File: config.mk
export PLATFORM = sky130hd
export DESIGN_NAME = xaddr_gen
export DESIGN_NICKNAME = d
export VERILOG_FILES = /design/src/rtl/xaddr_pkg.sv /design/src/rtl/xaddr_mode_reg.sv /design/src/rtl/xaddr_dp_mux.sv /design/src/rtl/xaddr_form.sv /design/src/rtl/xaddr_timing.sv /design/src/rtl/xaddr_gen.sv
export SDC_FILE = /design/constraint.sdc
export NUM_CORES = 1
export LEC_CHECK = 0
export BUFFER_PORTS_ARGS = -buffer_cell sky130_fd_sc_hd__buf_2
export CAP_MARGIN = 20
export CORE_MARGIN = 1
export CORE_UTILIZATION = 42
export CTS_CLUSTER_DIAMETER = 30
export DETAILED_ROUTE_END_ITERATION = 10
export GPL_TIMING_DRIVEN = 0
export PLACE_DENSITY = 0.92
export SLEW_MARGIN = 20
export SYNTH_ARGS = -nofsm -noshare
export SYNTH_HDL_FRONTEND = slang
export SYNTH_SLANG_ARGS = --single-unit
File: constraint.sdc
create_clock -name clk -period 4.4 [get_ports clk]
set_input_delay 0.44 -clock clk [delete_from_list [all_inputs] [get_ports clk]]
set_output_delay 0.44 -clock clk [all_outputs]
set_load 0.01 [all_outputs]
File: src/rtl/xaddr_pkg.sv
package xaddr_pkg;

    typedef enum logic [1:0] {
        MODE_16     = 2'd0,
        MODE_PAGED  = 2'd1,
        MODE_CONTIG = 2'd2
    } mode_e;

    typedef enum logic [3:0] {
        CL_MOVX_RI = 4'd0,
        CL_MOVX_DP = 4'd1,
        CL_ACALL   = 4'd2,
        CL_AJMP    = 4'd3,
        CL_LCALL   = 4'd4,
        CL_LJMP    = 4'd5,
        CL_RET     = 4'd6,
        CL_RETI    = 4'd7,
        CL_DPLOAD  = 4'd8,
        CL_INTR    = 4'd9
    } iclass_e;

    function automatic mode_e decode_mode(input logic [1:0] code);
        case (code)
            2'b01:   return MODE_PAGED;
            2'b10:   return MODE_CONTIG;
            default: return MODE_16;
        endcase
    endfunction

endpackage

File: src/rtl/xaddr_mode_reg.sv
module xaddr_mode_reg
    import xaddr_pkg::*;
(
    input  logic       clk,
    input  logic       rst_n,
    input  logic       we,
    input  logic [1:0] wdata,
    output mode_e      mode_q
);
    mode_e mode_d;

    always_comb begin
        mode_d = mode_q;
        if (we) begin
            mode_d = decode_mode(wdata);
        end
    end

    always_ff @(posedge clk) begin
        if (!rst_n) begin
            mode_q <= MODE_16;
        end else begin
            mode_q <= mode_d;
        end
    end
endmodule

File: src/rtl/xaddr_dp_mux.sv
module xaddr_dp_mux #(
    parameter int NUM_DP = 2,
    parameter int BYTE_W = 8,
    localparam int DPS_W = (NUM_DP > 1) ? $clog2(NUM_DP) : 1
) (
    input  logic [NUM_DP*BYTE_W-1:0] dph_all,
    input  logic [NUM_DP*BYTE_W-1:0] dpl_all,
    input  logic [NUM_DP*BYTE_W-1:0] dpx_all,
    input  logic [DPS_W-1:0]         sel,
    output logic [BYTE_W-1:0]        dph_o,
    output logic [BYTE_W-1:0]        dpl_o,
    output logic [BYTE_W-1:0]        dpx_o
);
    logic [BYTE_W-1:0] dph_arr [NUM_DP];
    logic [BYTE_W-1:0] dpl_arr [NUM_DP];
    logic [BYTE_W-1:0] dpx_arr [NUM_DP];

    for (genvar g = 0; g < NUM_DP; g++) begin : g_unpack
        assign dph_arr[g] = dph_all[g*BYTE_W +: BYTE_W];
        assign dpl_arr[g] = dpl_all[g*BYTE_W +: BYTE_W];
        assign dpx_arr[g] = dpx_all[g*BYTE_W +: BYTE_W];
    end

    assign dph_o = dph_arr[sel];
    assign dpl_o = dpl_arr[sel];
    assign dpx_o = dpx_arr[sel];
endmodule

File: src/rtl/xaddr_form.sv
module xaddr_form
    import xaddr_pkg::*;
#(
    parameter int ADDR_W   = 22,
    parameter int OPND_W   = 24,
    parameter int SHORT_W  = 11,
    parameter int CSHORT_W = 19,
    localparam int HI_W    = ADDR_W - 16
) (
    input  mode_e              mode,
    input  logic [3:0]         cls,
    input  logic               ri_sel,
    input  logic [7:0]         p2,
    input  logic [7:0]         r0,
    input  logic [7:0]         r1,
    input  logic [7:0]         dph_s,
    input  logic [7:0]         dpl_s,
    input  logic [7:0]         dpx_s,
    input  logic [7:0]         page_reg,
    input  logic [7:0]         movx_ext,
    input  logic [ADDR_W-1:0]  pc_next,
    input  logic [OPND_W-1:0]  opnd,
    output logic [ADDR_W-1:0]  addr
);
    localparam logic [HI_W-1:0] ZHI = '0;

    logic [7:0]      ri;
    logic [HI_W-1:0] hi_page;
    logic [HI_W-1:0] hi_br;
    logic            classic;
    logic            contig;
    logic            unused_bits;

    assign unused_bits = ^{pc_next[CSHORT_W-1:16], pc_next[SHORT_W-1:0],
                           opnd[OPND_W-1:ADDR_W], page_reg[7:HI_W],
                           movx_ext[7:HI_W], dpx_s[7:HI_W]};

    always_comb begin
        ri      = ri_sel ? r1 : r0;
        classic = (mode == MODE_16);
        contig  = (mode == MODE_CONTIG);
        hi_page = page_reg[HI_W-1:0];
        hi_br   = classic ? ZHI : hi_page;
        addr    = '0;
        case (iclass_e'(cls))
            CL_MOVX_RI: begin
                addr = classic ? {ZHI, p2, ri} : {movx_ext[HI_W-1:0], p2, ri};
            end
            CL_MOVX_DP: begin
                addr = classic ? {ZHI, dph_s, dpl_s} : {dpx_s[HI_W-1:0], dph_s, dpl_s};
            end
            CL_ACALL, CL_AJMP: begin
                if (contig) begin
                    addr = {pc_next[ADDR_W-1:CSHORT_W], opnd[CSHORT_W-1:0]};
                end else begin
                    addr = {hi_br, pc_next[15:SHORT_W], opnd[SHORT_W-1:0]};
                end
            end
            CL_LCALL, CL_LJMP: begin
                addr = contig ? opnd[ADDR_W-1:0] : {hi_br, opnd[15:0]};
            end
            CL_RET, CL_RETI: begin
                addr = classic ? {ZHI, opnd[15:0]} : opnd[ADDR_W-1:0];
            end
            CL_DPLOAD: begin
                addr = contig ? opnd[ADDR_W-1:0] : {ZHI, opnd[15:0]};
            end
            CL_INTR: begin
                addr = {ZHI, opnd[15:0]};
            end
            default: begin
                addr = '0;
            end
        endcase
    end
endmodule

File: src/rtl/xaddr_timing.sv
module xaddr_timing
    import xaddr_pkg::*;
(
    input  mode_e      mode,
    input  logic [3:0] cls,
    output logic       extra,
    output logic [1:0] nbytes
);
    logic stack_cls;
    logic contig;

    always_comb begin
        contig    = (mode == MODE_CONTIG);
        stack_cls = 1'b0;
        nbytes    = 2'd0;
        case (iclass_e'(cls))
            CL_ACALL: begin
                stack_cls = 1'b1;
                nbytes    = contig ? 2'd2 : 2'd1;
            end
            CL_AJMP: begin
                nbytes = contig ? 2'd2 : 2'd1;
            end
            CL_LCALL: begin
                stack_cls = 1'b1;
                nbytes    = contig ? 2'd3 : 2'd2;
            end
            CL_LJMP, CL_DPLOAD: begin
                nbytes = contig ? 2'd3 : 2'd2;
            end
            CL_RET, CL_RETI, CL_INTR: begin
                stack_cls = 1'b1;
            end
            default: begin
                nbytes = 2'd0;
            end
        endcase
        extra = stack_cls && (mode != MODE_16);
    end
endmodule

File: src/rtl/xaddr_gen.sv
module xaddr_gen
    import xaddr_pkg::*;
#(
    parameter int ADDR_W   = 22,
    parameter int OPND_W   = 24,
    parameter int NUM_DP   = 2,
    parameter int SHORT_W  = 11,
    parameter int CSHORT_W = 19,
    localparam int DPS_W   = (NUM_DP > 1) ? $clog2(NUM_DP) : 1
) (
    input  logic                clk,
    input  logic                rst_n,
    input  logic                mode_we,
    input  logic [1:0]          mode_wdata,
    input  logic                instr_valid,
    input  logic [3:0]          instr_class,
    input  logic                ri_sel,
    input  logic [DPS_W-1:0]    dp_sel,
    input  logic [7:0]          p2,
    input  logic [7:0]          r0,
    input  logic [7:0]          r1,
    input  logic [NUM_DP*8-1:0] dph,
    input  logic [NUM_DP*8-1:0] dpl,
    input  logic [NUM_DP*8-1:0] dpx,
    input  logic [7:0]          page_reg,
    input  logic [7:0]          movx_ext,
    input  logic [ADDR_W-1:0]   pc_next,
    input  logic [OPND_W-1:0]   opnd,
    output logic                out_valid,
    output logic [ADDR_W-1:0]   ext_addr,
    output logic                extra_cycle,
    output logic [1:0]          opnd_bytes
);
    typedef struct packed {
        logic              vld;
        logic [ADDR_W-1:0] addr;
        logic              extra;
        logic [1:0]        nbytes;
    } res_t;

    mode_e             mode_q;
    logic [7:0]        dph_s, dpl_s, dpx_s;
    logic [ADDR_W-1:0] addr_c;
    logic              extra_c;
    logic [1:0]        nbytes_c;
    res_t              res_d, res_q;

    xaddr_mode_reg u_mode (
        .clk    (clk),
        .rst_n  (rst_n),
        .we     (mode_we),
        .wdata  (mode_wdata),
        .mode_q (mode_q)
    );

    xaddr_dp_mux #(.NUM_DP(NUM_DP), .BYTE_W(8)) u_dpmux (
        .dph_all (dph),
        .dpl_all (dpl),
        .dpx_all (dpx),
        .sel     (dp_sel),
        .dph_o   (dph_s),
        .dpl_o   (dpl_s),
        .dpx_o   (dpx_s)
    );

    xaddr_form #(
        .ADDR_W(ADDR_W), .OPND_W(OPND_W),
        .SHORT_W(SHORT_W), .CSHORT_W(CSHORT_W)
    ) u_form (
        .mode     (mode_q),
        .cls      (instr_class),
        .ri_sel   (ri_sel),
        .p2       (p2),
        .r0       (r0),
        .r1       (r1),
        .dph_s    (dph_s),
        .dpl_s    (dpl_s),
        .dpx_s    (dpx_s),
        .page_reg (page_reg),
        .movx_ext (movx_ext),
        .pc_next  (pc_next),
        .opnd     (opnd),
        .addr     (addr_c)
    );

    xaddr_timing u_timing (
        .mode   (mode_q),
        .cls    (instr_class),
        .extra  (extra_c),
        .nbytes (nbytes_c)
    );

    always_comb begin
        res_d     = res_q;
        res_d.vld = instr_valid;
        if (instr_valid) begin
            res_d.addr   = addr_c;
            res_d.extra  = extra_c;
            res_d.nbytes = nbytes_c;
        end
    end

    always_ff @(posedge clk) begin
        if (!rst_n) begin
            res_q <= '0;
        end else begin
            res_q <= res_d;
        end
    end

    assign out_valid   = res_q.vld;
    assign ext_addr    = res_q.addr;
    assign extra_cycle = res_q.extra;
    assign opnd_bytes  = res_q.nbytes;
endmodule

Word-level counts from Yosys, hierarchy flattened
Cells that the tools add are included.

word-level totals
  logic and storage cells = 51
  input port bits = 146
  bits in registers = 28

operators by class
  magnitude comparators = 1
  reductions and logical operators = 9
  muxes and demuxes = 23
  bitwise gates (word level) = 1
  eq/ne operators = 12

operator list
  kind                                                  number
  one-hot mux 22 bit (7 select lines)                   1
  2-to-1 mux 22 bit                                     6
  2-to-1 mux 8 bit                                      7
  2-to-1 mux 6 bit                                      4
  equality test 4 x 3 -> 1 bit (second input constant)  4
  equality test 4 x 2 -> 1 bit (second input constant)  2
  equality test 4 bit (second input constant)           2
  one-hot mux 2 bit (2 select lines)                    2
  OR reduction 2 bit                                    3
  OR reduction 5 bit                                    1
  equality test 2 bit (second input constant)           2
  equality test 4 x 1 -> 1 bit (second input constant)  1
  logical NOT 4 bit                                     1
  OR reduction 3 bit                                    1
  equality test 2 x 1 -> 1 bit (second input constant)  1
  >= comparator 2 bit (second input constant)           1
  logical NOT 2 bit                                     1
  2-to-1 mux 1 bit                                      2
  2-to-1 mux 2 bit                                      1
  inverter 1 -> 2 bit                                   1
  nonzero test 2 bit                                    1
  logical AND 1 bit                                     1

Logic depth before layout (Yosys ltp)
  depth after elaboration = 6
  mapped depth = 7

Modules after synthesis
From an unflattened synthesis, not the netlist that was laid out.

second synthesis, totals
  cells, all modules = 263
  area, all modules = 2461.1 um^2

by module, submodules not included
  module          cells an instance  times used  area each (um^2)
  xaddr_gen       82                 1           992.2
  xaddr_form      130                1           885.8
  xaddr_dp_mux    27                 1           396.6
  xaddr_timing    16                 1           106.4
  xaddr_mode_reg  8                  1           80.1

Worst setup path after synthesis
OpenSTA, ideal clock, no wires.

  path type = input to register
  start = input port dp_sel
  end = register res_q (netlist bit ext_addr[9])
  stages = 6
  slack = 2.711 ns
  arrival time = 1.575 ns
  required time = 4.285 ns
  path through = clkbuf_1 -> buf_2 -> mux2_2 -> a22oi_1 -> a21oi_1 -> o21a_1

on the way
  word-level cells in the longest chain between the ends = 6

RTL lines
  element                                              RTL line            RTL
  from (decl)                                          xaddr_gen.sv:18     input logic [DPS_W-1:0] dp_sel,
  inverter 1 -> 2 bit (not written as such)            xaddr_dp_mux.sv:24  assign dph_o = dph_arr[sel];
  2-to-1 mux 8 bit (not written as such) (3 in a row)  xaddr_dp_mux.sv:24
  2-to-1 mux 22 bit                                    xaddr_form.sv:50    addr = classic ? {ZHI, dph_s, dpl_s} : {dpx_s[HI_W-1:0], dph_s, dpl_s};
  one-hot mux 22 bit (7 select lines)                  xaddr_form.sv:45    case (iclass_e'(cls))
  to (signal assigned)                                 xaddr_gen.sv:107    res_q <= res_d;
  to (decl)                                            xaddr_gen.sv:46     res_t res_d, res_q;

Every way passes these cells. The select of a mux whose other input is x is not followed.
A chain may end at the register's enable or synchronous reset.

Worst setup path after layout
  start = input port dp_sel
  end = register res_q (netlist bit ext_addr[2])

on the way
  word-level cells in the longest chain between the ends = 6

RTL lines
  element                                              RTL line            RTL
  inverter 1 -> 2 bit (not written as such)            xaddr_dp_mux.sv:25  assign dpl_o = dpl_arr[sel];
  2-to-1 mux 8 bit (not written as such) (3 in a row)  xaddr_dp_mux.sv:25
  2-to-1 mux 22 bit                                    xaddr_form.sv:50
  one-hot mux 22 bit (7 select lines)                  xaddr_form.sv:45

Every way passes these cells. The select of a mux whose other input is x is not followed.

==> impl.org <==
** Status
- Outcome :: finished clean

** Timing
- The tightest hold path in the finished design has a slack of 408.3 ps.
- Worst clock skew :: 8.304 ps
- Setup repair after global routing left no endpoint under its margin.
- Final critical-path share of the clock period :: 38.49%
- For the pin with the worst max-slew slack, the measured transition is 494.8 ps.
- Summed over all failing endpoints, the final setup total negative slack is 0 ps.
- Setup violations remaining at the end of the flow were counted as 0.
- Top achievable clock speed :: 590.5 MHz
- Final Max Slew Viols :: 0
- Hold Violations, Final :: 0
- The worst pin sits at a relative slew slack of 67.01%.
- Final critical delay including setup and external delays :: 1693 ps

** Global routing
- Global routing finished with a remaining overflow of 0.
- Global routing used 26.88% of the available tracks.
- The first global-routing pass estimated 11.07 mm of wire.
- Entering global routing, the biggest net connects 15 pins.
- Via count of the first global-routing pass :: 2439
- Initial antenna violation count :: 0

** Die
- Die outline width :: 72.39 microns
- Placeable core region :: 4755 sq um
- The die covers 5240 sq um.
- Number of placement rows :: 25
- Effective utilization at floorplan :: 43.76%
- In this run the vertical extent of the chip is 72.39 microns.
- I/O pin count :: 172

** Clock network
- Clock tree buffer depth :: 2
- Num Clock Sinks :: 28
- CTS tree :: built
- The number of setup buffers added after CTS is 0.
- After clock tree synthesis, the flow added hold-fix buffers numbering 0.
- The clock reaches the later pin of the worst-skew pair after 270 ps.
- Clock transition time at the flip-flop clock pins of the worst setup and hold paths :: 100 ps
- Post-cts gate resize count :: 0
- In this run, CTS created clock tree buffers numbering 3.
- Master cell of the clock root buffer :: sky130_fd_sc_hd__clkbuf_8
- CTS built an H-tree with a depth of 1.

** Worst hold path
- Type of the most critical hold path :: in2reg
- Startpoint of the tightest hold check path :: opnd[17]
- The worst hold path passes through 3 cells.
- Worst-case hold path end point :: ext_addr[17]

** Synth
- During synthesis, Yosys emitted a total of 0 warnings.
- For this run, the register share of the synthesized area comes to 26.94%.
- Share of Yosys cell area claimed by the top area cell type :: 26.94%
- In this run, distinct cell masters in the synthesized netlist total 34.
- Dividing the synthesized area by the synthesized cell count gives 7.972 sq um.
- In the post-synthesis netlist, the biggest area contributors are sky130_fd_sc_hd__dfxtp_1, sky130_fd_sc_hd__mux2_2, sky130_fd_sc_hd__nand2_1, sky130_fd_sc_hd__a21oi_1, sky130_fd_sc_hd__nor2b_1.
- Post-synth design cell area :: 2081 sq um
- Yosys reg bits :: 28
- Cell taking the most area after synthesis :: sky130_fd_sc_hd__dfxtp_1
- Synthesis produced a netlist whose cell count is 261.
- The number of nets in the synthesized netlist is 407.

** Detailed routing
- Residual DRC count :: 0
- Average detailed-routed wire length per instance :: 15.09 microns
- Vias :: 2601
- In this run, the number of DRC markers left after iteration 0 of detailed routing was 147.
- The routed design has 7.153 mm of wire.
- The pre-antenna-repair detailed-routing pass consisted of 4 iterations.
- The count of nets left with antenna violations once routing finished came out at 0.
- Using the TritonRoute via totals, the vias-per-cell ratio works out to 5.487.

** Finish
- Number of nets in the finished design :: 555
- Leaving out fill and tap cells, the most frequent cell in the layout is sky130_fd_sc_hd__buf_2.
- Measured on the finished design, the core utilization comes to 61.45%.
- Most used cells in the layout excluding fill and tap cells :: sky130_fd_sc_hd__buf_2, sky130_fd_sc_hd__nand2_1, sky130_fd_sc_hd__dfxtp_1
- The finished layout holds 474 standard cells, fillers aside.
- The repair_antennas step left the layout with diodes totalling 0.
- Post-Layout Inst Area :: 2922 sq um
- Layout-stage area growth over the synthesis result :: 40.41%
- In the final layout, the share of cells above drive strength 1 is 44.23%.

** Power and ir drop
- Part of the power in combinational logic :: 31.1%
- VDD IR-drop max :: 0.1353 mV
- Of the total power, the clock network draws 23.4%.
- In this run the power density over the cells is 199.9 nW/um^2.
- Net switching component of the power :: 0.0001674 W
- Registers are responsible for 45.5% of the overall power.
- Net switching is 28.66% of the power.
- Internal power summed over all cells :: 0.0004167 W
- Leakage Power :: 1.378 nW

** Worst setup path
- Setup slack on the worst flop-to-flop path :: 2750 ps
- In this run the worst path has a maximum fanout of 10.
- Worst Reg2Reg Path Length in Cells :: 6
- In this run the critical register-to-register path is launched from u_mode.mode_q[0].
- Crit. End Element :: flip-flop
- Critical Setup Path Class :: in2reg
- STA classifies the critical path startpoint as a primary input.
- Data required time at the worst endpoint :: 4560 ps
- Endpoint arrival time on the critical path :: 1850 ps
- Reg2Reg Capture Point :: ext_addr[20]

** Job
- Max-cap violations in this run came to 0.

** Placement
- Number of placed instances with taps included :: 471
- After legalization and detailed placement, the total HPWL measured 5.858 mm.
- The count of buffers added on input and output ports is 143.
- The placed instances occupy a cell area of 2880 sq um.
- At the end of routability-driven placement, the weighted congestion stood at 0.8594.
## worst max-delay path by stage
stage | slack (ps) | to | cells after the start | startpoint
2_1_floorplan | 2710 | ext_addr[9] | 6 | dp_sel
3_3_place_gp | 2510 | ext_addr[2] | 6 | dp_sel
3_5_place_dp | 2450 | ext_addr[2] | 6 | dp_sel
4_1_cts | 2740 | ext_addr[2] | 6 | dp_sel
5_1_grt | 2540 | ext_addr[17] | 5 | u_mode.mode_q[1]
6_report | 2710 | ext_addr[2] | 6 | dp_sel
## metrics by stage
stage,total power (W),worst slack [ps]
6_report,0.0005841,2707
2_1_floorplan,0.0003663,2711
4_1_cts,0.0005885,2738
3_5_place_dp,0.0004515,2455
5_1_grt,0.0006185,2543
3_3_place_gp,0.0004452,2514
## cells by family after synthesis
group	Yosys count	synth area share, %
fa+ha+maj	1	0.4811
flops	28	26.94
mux	30	15.57
compound gates	100	32.35
buf+inv	31	6.734
simple gates	71	17.92
## routing by layer
layer	part of all wire [%]	global-route usage, %	wire [microns]	up-vias
li1	-	-	-	1258
met5	0	0	0	-
met2	50	49.01	3578	121
met3	6.6	3.194	469	8
met4	1.3	7.843	95	0
met1	42	32.99	3010	1214
## synth_stat cells
cell	count
sky130_fd_sc_hd__nand2_1	31
sky130_fd_sc_hd__mux2_2	19
sky130_fd_sc_hd__buf_2	7
sky130_fd_sc_hd__inv_1	9
sky130_fd_sc_hd__clkbuf_1	9
sky130_fd_sc_hd__nor4_2	1
sky130_fd_sc_hd__o221ai_1	5
sky130_fd_sc_hd__nor2_1	2
sky130_fd_sc_hd__mux2i_1	11
sky130_fd_sc_hd__nand3b_1	1
sky130_fd_sc_hd__and3_1	5
sky130_fd_sc_hd__o21a_1	10
sky130_fd_sc_hd__a221o_1	5
sky130_fd_sc_hd__a21boi_1	1
sky130_fd_sc_hd__nand2b_1	2
sky130_fd_sc_hd__and2_1	6
sky130_fd_sc_hd__a221oi_1	6
sky130_fd_sc_hd__nor2b_1	18
sky130_fd_sc_hd__buf_1	1
sky130_fd_sc_hd__nand3_1	3
sky130_fd_sc_hd__a211o_1	1
sky130_fd_sc_hd__o21ai_1	9
sky130_fd_sc_hd__a22oi_1	13
sky130_fd_sc_hd__inv_2	2
sky130_fd_sc_hd__o22ai_1	3
sky130_fd_sc_hd__o21ai_0	14
sky130_fd_sc_hd__a222oi_1	1
sky130_fd_sc_hd__a22o_1	9
sky130_fd_sc_hd__buf_4	2
sky130_fd_sc_hd__maj3_1	1
sky130_fd_sc_hd__dfxtp_1	28
sky130_fd_sc_hd__buf_6	1
sky130_fd_sc_hd__nor3_2	2
sky130_fd_sc_hd__a21oi_1	23
## cell type report
cell class | instances | area [sq um]
tap | 67 | 83.83
clock buffer | 3 | 41.29
buffer | 20 | 98.84
inverter | 11 | 41.29
fill | 457 | 1833
timing repair buffer | 143 | 715.7
multi-input combinational | 202 | 1380
sequential | 28 | 560.5
## worst max-delay path, stage by stage
cell,delay (ps)
sky130_fd_sc_hd__clkbuf_1,180
sky130_fd_sc_hd__buf_2,330
sky130_fd_sc_hd__mux2_2,380
sky130_fd_sc_hd__a22oi_1,210
sky130_fd_sc_hd__a21oi_1,110
sky130_fd_sc_hd__o21a_1,210
## power by group through the flow
stage | Combinational, W | Clock [W] | Sequential [W]
3_5_place_dp | 0.000180 | 0 | 0.000272
4_1_cts | 0.000181 | 0.000142 | 0.000266
2_1_floorplan | 0.0000908 | 0 | 0.000275
3_3_place_gp | 0.000174 | 0 | 0.000271
5_1_grt | 0.000198 | 0.000154 | 0.000267
6_report | 0.000182 | 0.000136 | 0.000266
## sequential cells by signal, summed over array words and instances, names as in the netlist
| name | flops |
|---|---|
| opnd_bytes | 2 |
| ext_addr | 22 |
| u_mode.mode_q | 2 |
| extra_cycle | 1 |
| out_valid | 1 |
Note: power is estimated with default switching activity, not from simulation.
